<file path="src/rtl/ds3_rxpo_pkg.sv">
package ds3_rxpo_pkg;
    // Frame geometry
    localparam int unsigned BLK_BITS_DEF     = 85;
    localparam int unsigned BLKS_PER_SUB_DEF = 8;
    localparam int unsigned SUBS_PER_FRM_DEF = 7;

    // Position sequencer states
    typedef enum logic {
        ST_OH  = 1'b0,
        ST_PAY = 1'b1
    } pos_state_t;

    // Presentation mode states
    typedef enum logic {
        MODE_CONT = 1'b0,
        MODE_GAP  = 1'b1
    } mode_state_t;
endpackage

</file>
<file path="src/rtl/ds3_frame_pos.sv">
module ds3_frame_pos
    import ds3_rxpo_pkg::*;
#(
    parameter int unsigned BLK_BITS     = BLK_BITS_DEF,
    parameter int unsigned BLKS_PER_SUB = BLKS_PER_SUB_DEF,
    parameter int unsigned SUBS_PER_FRM = SUBS_PER_FRM_DEF
) (
    input  logic clk,
    input  logic rst,
    input  logic adv_i,
    output logic is_oh_o
);
    localparam int unsigned BW = (BLK_BITS     > 1) ? $clog2(BLK_BITS)     : 1;
    localparam int unsigned KW = (BLKS_PER_SUB > 1) ? $clog2(BLKS_PER_SUB) : 1;
    localparam int unsigned SW = (SUBS_PER_FRM > 1) ? $clog2(SUBS_PER_FRM) : 1;
    localparam logic [BW-1:0] BIT_LAST = BW'(BLK_BITS - 1);
    localparam logic [KW-1:0] BLK_LAST = KW'(BLKS_PER_SUB - 1);
    localparam logic [SW-1:0] SUB_LAST = SW'(SUBS_PER_FRM - 1);

    logic [BW-1:0] bit_q;
    logic [KW-1:0] blk_q;
    logic [SW-1:0] sub_q;
    pos_state_t    st_q, st_d;

    logic bit_wrap, blk_wrap;
    assign bit_wrap = (bit_q == BIT_LAST);
    assign blk_wrap = bit_wrap && (blk_q == BLK_LAST);

    // Bit within block
    always_ff @(posedge clk) begin
        if (rst)
            bit_q <= '0;
        else if (adv_i)
            bit_q <= bit_wrap ? '0 : bit_q + 1'b1;
    end

    // Block within subframe
    always_ff @(posedge clk) begin
        if (rst)
            blk_q <= '0;
        else if (adv_i && bit_wrap)
            blk_q <= (blk_q == BLK_LAST) ? '0 : blk_q + 1'b1;
    end

    // Subframe within M-frame
    always_ff @(posedge clk) begin
        if (rst)
            sub_q <= '0;
        else if (adv_i && blk_wrap)
            sub_q <= (sub_q == SUB_LAST) ? '0 : sub_q + 1'b1;
    end

    // Sequencer state register
    always_ff @(posedge clk) begin
        if (rst)
            st_q <= ST_OH;
        else
            st_q <= st_d;
    end

    // Sequencer next state
    always_comb begin
        st_d = st_q;
        unique case (st_q)
            ST_OH:  if (adv_i) st_d = (BLK_BITS == 1) ? ST_OH : ST_PAY;
            ST_PAY: if (adv_i && bit_wrap) st_d = ST_OH;
        endcase
    end

    // Sequencer output
    always_comb begin
        unique case (st_q)
            ST_OH:  is_oh_o = 1'b1;
            ST_PAY: is_oh_o = 1'b0;
        endcase
    end


    st_matches_cnt_chk: assert property (@(posedge clk) disable iff (rst)
        (st_q == ST_OH) == (bit_q == '0));

    cnt_range_chk: assert property (@(posedge clk) disable iff (rst)
        (bit_q <= BIT_LAST) && (blk_q <= BLK_LAST) && (sub_q <= SUB_LAST));

    frame_wrap_chk: assert property (@(posedge clk) disable iff (rst)
        (adv_i && blk_wrap && sub_q == SUB_LAST) |=>
            (bit_q == '0 && blk_q == '0 && sub_q == '0));

    rst_pos_chk: assert property (@(posedge clk)
        rst |=> (st_q == ST_OH && bit_q == '0));
endmodule

</file>
<file path="src/rtl/ds3_pay_out_stage.sv">
module ds3_pay_out_stage
    import ds3_rxpo_pkg::*;
(
    input  logic clk,
    input  logic rst,
    input  logic cfg_gap_i,
    input  logic vld_i,
    input  logic bit_i,
    input  logic is_oh_i,
    output logic ser_o,
    output logic clk_en_o,
    output logic oh_ind_o
);
    mode_state_t mode_q, mode_d;
    logic        clk_en_d, oh_ind_d;

    // Mode next state
    always_comb begin
        mode_d = mode_q;
        unique case (mode_q)
            MODE_CONT: if (cfg_gap_i)  mode_d = MODE_GAP;
            MODE_GAP:  if (!cfg_gap_i) mode_d = MODE_CONT;
        endcase
    end

    // Mode state register
    always_ff @(posedge clk) begin
        if (rst)
            mode_q <= MODE_CONT;
        else
            mode_q <= mode_d;
    end

    // Output decode
    always_comb begin
        unique case (mode_q)
            MODE_CONT: begin
                clk_en_d = vld_i;
                oh_ind_d = vld_i && is_oh_i;
            end
            MODE_GAP: begin
                clk_en_d = vld_i && !is_oh_i;
                oh_ind_d = 1'b0;
            end
        endcase
    end

    // Output registers
    always_ff @(posedge clk) begin
        if (rst) begin
            ser_o    <= 1'b0;
            clk_en_o <= 1'b0;
            oh_ind_o <= 1'b0;
        end else begin
            if (vld_i)
                ser_o <= bit_i;
            clk_en_o <= clk_en_d;
            oh_ind_o <= oh_ind_d;
        end
    end


    rst_out_chk: assert property (@(posedge clk)
        rst |=> (!ser_o && !clk_en_o && !oh_ind_o));

    ser_follow_chk: assert property (@(posedge clk) disable iff (rst)
        vld_i |=> (ser_o == $past(bit_i)));

    cont_strobe_chk: assert property (@(posedge clk) disable iff (rst)
        (vld_i && mode_q == MODE_CONT) |=> clk_en_o);

    gap_oh_no_edge_chk: assert property (@(posedge clk) disable iff (rst)
        (vld_i && is_oh_i && mode_q == MODE_GAP) |=> !clk_en_o);

    gap_ind_low_chk: assert property (@(posedge clk) disable iff (rst)
        (mode_q == MODE_GAP) |=> !oh_ind_o);

    idle_quiet_chk: assert property (@(posedge clk) disable iff (rst)
        !vld_i |=> (!clk_en_o && !oh_ind_o && $stable(ser_o)));

    ind_implies_edge_chk: assert property (@(posedge clk) disable iff (rst)
        oh_ind_o |-> clk_en_o);
endmodule

</file>
<file path="src/rtl/ds3_rx_payload_out.sv">
module ds3_rx_payload_out
    import ds3_rxpo_pkg::*;
#(
    parameter int unsigned BLK_BITS     = BLK_BITS_DEF,
    parameter int unsigned BLKS_PER_SUB = BLKS_PER_SUB_DEF,
    parameter int unsigned SUBS_PER_FRM = SUBS_PER_FRM_DEF
) (
    input  logic clk,
    input  logic rst,
    input  logic cfg_gap_clk,
    input  logic rx_bit_vld,
    input  logic rx_bit,
    output logic pay_ser,
    output logic pay_clk_en,
    output logic oh_ind
);
    logic bit_is_oh;

    ds3_frame_pos #(
        .BLK_BITS    (BLK_BITS),
        .BLKS_PER_SUB(BLKS_PER_SUB),
        .SUBS_PER_FRM(SUBS_PER_FRM)
    ) u_pos (
        .clk    (clk),
        .rst    (rst),
        .adv_i  (rx_bit_vld),
        .is_oh_o(bit_is_oh)
    );

    ds3_pay_out_stage u_out (
        .clk      (clk),
        .rst      (rst),
        .cfg_gap_i(cfg_gap_clk),
        .vld_i    (rx_bit_vld),
        .bit_i    (rx_bit),
        .is_oh_i  (bit_is_oh),
        .ser_o    (pay_ser),
        .clk_en_o (pay_clk_en),
        .oh_ind_o (oh_ind)
    );
endmodule

</file>
<file path="config.mk">
export PLATFORM = sky130hd
export DESIGN_NAME = ds3_rx_payload_out
export DESIGN_NICKNAME = d
export VERILOG_FILES = /design/src/rtl/ds3_rxpo_pkg.sv /design/src/rtl/ds3_frame_pos.sv /design/src/rtl/ds3_pay_out_stage.sv /design/src/rtl/ds3_rx_payload_out.sv
export SDC_FILE = /design/constraint.sdc
export NUM_CORES = 1
export LEC_CHECK = 0
export ABC_AREA = 1
export BUFFER_PORTS_ARGS = -buffer_cell sky130_fd_sc_hd__buf_2
export CAP_MARGIN = 0
export CORE_MARGIN = 3
export CORE_UTILIZATION = 30
export CTS_CLUSTER_DIAMETER = 50
export CTS_CLUSTER_SIZE = 25
export DETAILED_ROUTE_END_ITERATION = 10
export PLACE_DENSITY_LB_ADDON = 0.2
export SETUP_SLACK_MARGIN = 0.5
export SLEW_MARGIN = 20
export SYNTH_ARGS = -nofsm -noshare
export SYNTH_HDL_FRONTEND = slang
export SYNTH_HIERARCHICAL = 1
export SYNTH_SLANG_ARGS = --single-unit
</file>
<file path="constraint.sdc">
create_clock -name clk -period 1 [get_ports clk]
set_input_delay 0.05 -clock clk [delete_from_list [all_inputs] [get_ports clk]]
set_output_delay 0.05 -clock clk [all_outputs]
set_load 0.05 [all_outputs]
</file>
==> metrics.cfg <==
[outcome]
outcome = finished, violations left
violations = hold timing, setup timing

[worst_setup_path]
r2r_slack_ns = -0.10
r2r-end = u_pos/st_q
critPathMaxFanout = 3
reg2reg_depth = 7
cp-end-kind = flip-flop
worstReg2RegStart = u_pos/bit_q[0]
path_cells = inv_4, ha_4, nand2_4, nor2_4, nand3_2, o21ai_1, inv_1
worstPathRequired_ns = 1.17
critPathLaunchType = flip-flop
cp_slowest_cell = dfxtp_4
slowest_delay_ns = 0.37
crit_family = flip-flops
worstSetupPathType = reg2reg
critPathArrivalTime_ns = 1.28
cp_num_buf_inv = 2

[timing]
holdWs_ns = -0.01811
fin_ws_ns = -0.1026
drv_slew = 0
finClkSkew_ns = 0.002731
hold_viol_final = 1
period_needed_ns = 1.103
rsz0062_at_grt = yes
max_freq_ghz = 0.9069
fin_crit_sh = 1.103
setup_viol = 8
worstMarginPinSlew_ns = 0.2066
max-slew-margin-rel = 0.8621

[floorplan]
start_util = 0.3213
die_y_um = 49.47
die_area_mm2 = 0.002447
core_area_mm2 = 0.001764
rows = 15
io_pins = 8
die_x_um = 49.47

[synthesis]
synth_edf_count = 0
ys_warn_count = 6
ys_seq_area_frac = 0.4238
synth.net_count = 87
ys_async_sr_fraction = 0
synthTopCellsByArea = dfxtp_1 (42%), nand2_1 (13%), inv_1 (11%), nor2_1 (6.0%), ha_1 (4.4%)
yosysUniqueCellTypes = 15
synth_cells = 80
synth_top_area_cell = dfxtp_1
ys_ff_latch = 12
syn_area_per_cell_um2 = 7.085
yosys_most_used_dff = dfxtp_1
yosys-top-cells-count = nand2_1 (20), inv_1 (17), dfxtp_1 (12)
synth_area_um2 = 566.8
synth_most_common_cell = nand2_1
synth_top_area_share = 0.4238

[cts]
cts-buffers-inserted = 3
path_clk_slew_ns = 0.08
cts_root_buf = clkbuf_4
cts_buffer_depth = 2
cts_tree = built
post-cts-setup-buffers = 0
insertion_delay_ns = 0.27
h-tree-depth = 1
clock-sinks = 12

[power]
p_seq_frac = 0.522
power_mw = 0.9833
clkPwrFrac = 0.312
power_density_mw_per_mm2 = 1173
intPower_mw = 0.7085
swShare = 0.2795
switchingPower_mw = 0.2748
leakagePower_nw = 0.3657
comb_power_share = 0.166
ir_drop_mv = 0.7422

[hold_path]
min_from = cfg_gap_clk
whs_path_depth = 3
hold_path_class = in2reg
hold-path-endpoint = u_out/mode_q

[detailed_routing]
firstDrtPassIters = 4
routed_via_density = 4.163
drc = 0
avgRoutedWirePerCell_um = 9.805
drt_wl_total_um = 1206
ant_nets = 0
first_iter_violations = 4
num_vias = 512

[placed_design]
port_buffers = 7
place_congestion = 0.7842
place_ws_ns = -0.07193
hpwl_um = 833.4

[cells_and_area]
fill_cells = 186
seqCellArea_um2 = 259.0
drive_gt1_frac = 0.4490
multi_input_area_um2 = 331.6
area_growth_pct = 47.90
antennaDiodeCount = 0
layout.nets = 106

[grt]
track_usage = 0.1067
grt_antenna_before_repair = 0
grt_pass1_vias = 482
grt_pass1_wl_um = 2014
gr-total-overflow = 0
grt_max_degree = 8

[run]
cap_violations = 0

-- worst register-to-register path, stage by stage, from the launching register on --
cell	delay (ns)
dfxtp_4	0.37
inv_4	0.06
ha_4	0.13
nand2_4	0.05
nor2_4	0.09
nand3_2	0.11
o21ai_1	0.15
inv_1	0.04
-- worst max path at each step --
| stage | startpoint | end | slack [ns] | cells after the start |
|---|---|---|---|---|
| finish | u_pos/bit_q[0] | u_pos/st_q | -0.10 | 7 |
| global route | u_pos/bit_q[0] | u_pos/st_q | -0.14 | 7 |
| CTS | u_pos/bit_q[1] | u_pos/bit_q[4] | -0.08 | 7 |
| detailed placement | u_pos/bit_q[0] | u_pos/bit_q[4] | -0.07 | 7 |
| global placement | u_pos/bit_q[0] | u_pos/st_q | -0.07 | 7 |
| floorplan | u_pos/bit_q[0] | u_pos/st_q | -0.02 | 7 |
-- power groups by stage --
stage / logic, mW / registers [mW] / clock network [mW]
after detailed placement: 0.125 / 0.518 / 0
final: 0.163 / 0.514 / 0.306
after global placement: 0.125 / 0.517 / 0
after global routing: 0.178 / 0.516 / 0.346
after floorplan: 0.0513 / 0.546 / 0
after CTS: 0.151 / 0.510 / 0.332
-- cell families after synthesis --
| group | share of synthesized area |
|---|---|
| AO/OA/AOI/OAI | 0.05519 |
| XOR/XNOR | 0.01546 |
| adder cells (fa/ha/maj) | 0.04414 |
| buffers and inverters | 0.1126 |
| flip-flops | 0.4238 |
| AND/OR/NAND/NOR | 0.3488 |
-- flip-flops by register name, indices dropped and copies added (netlist names) --
register	count
u_out/ser_o	1
u_out/mode_q	1
u_pos/st_q	1
u_out/clk_en_o	1
u_out/oh_ind_o	1
u_pos/bit_q	7
-- timing repair --
| action | in CTS | in global routing |
|---|---|---|
| gates resized for setup | 17 | 12 |
| endpoints found under the hold margin | 1 | 0 |
| gates cloned | 0 | 0 |
| setup endpoints to repair | 14 | 14 |
| pin swaps | 5 | 7 |
-- per-stage QoR --
step | setup TNS (ns) | area, µm² | std cells | hold WS (ns) | util
global route | -0.8232 | 838.3 | 123 | 0.003628 | 0.4752
global placement | -0.2956 | 706.9 | 119 | 0.2537 | 0.4007
finish | -0.3887 | 838.3 | 123 | -0.01811 | 0.4752
detailed placement | -0.3488 | 706.9 | 119 | 0.2619 | 0.4007
CTS | -0.4217 | 790.8 | 123 | -0.03985 | 0.4482
floorplan | -0.01953 | 588.1 | 80 | 0.1117 | -
-- layer usage --
metal | track usage | routed length (µm) | up-vias
met5 | 0 | 0 | -
met4 | 0.06912 | 12 | 0
met3 | 0.01813 | 28 | 2
met2 | 0.1607 | 532 | 8
met1 | 0.1399 | 632 | 223
li1 | - | - | 279
-- area by class of cell --
class,count,share of cell area
timing repair buffer,14,0.1448
clock inverter,1,0.004478
tap,25,0.03731
multi-input combinational,51,0.3955
inverter,17,0.08209
sequential,12,0.3090
clock buffer,3,0.02687
-- cell usage in the layout (no fill, tap or decap), types with 3 or more instances in the layout --
cell      count
nor2_2        5
a21oi_1       3
dfxtp_4       5
inv_1        13
nand2_1      17
buf_8         3
clkbuf_4      3
dfxtp_1       7
nor2_1        6
buf_4         6
buf_2         4
nand3_2       4
Note: power is estimated with default switching activity, not from simulation.
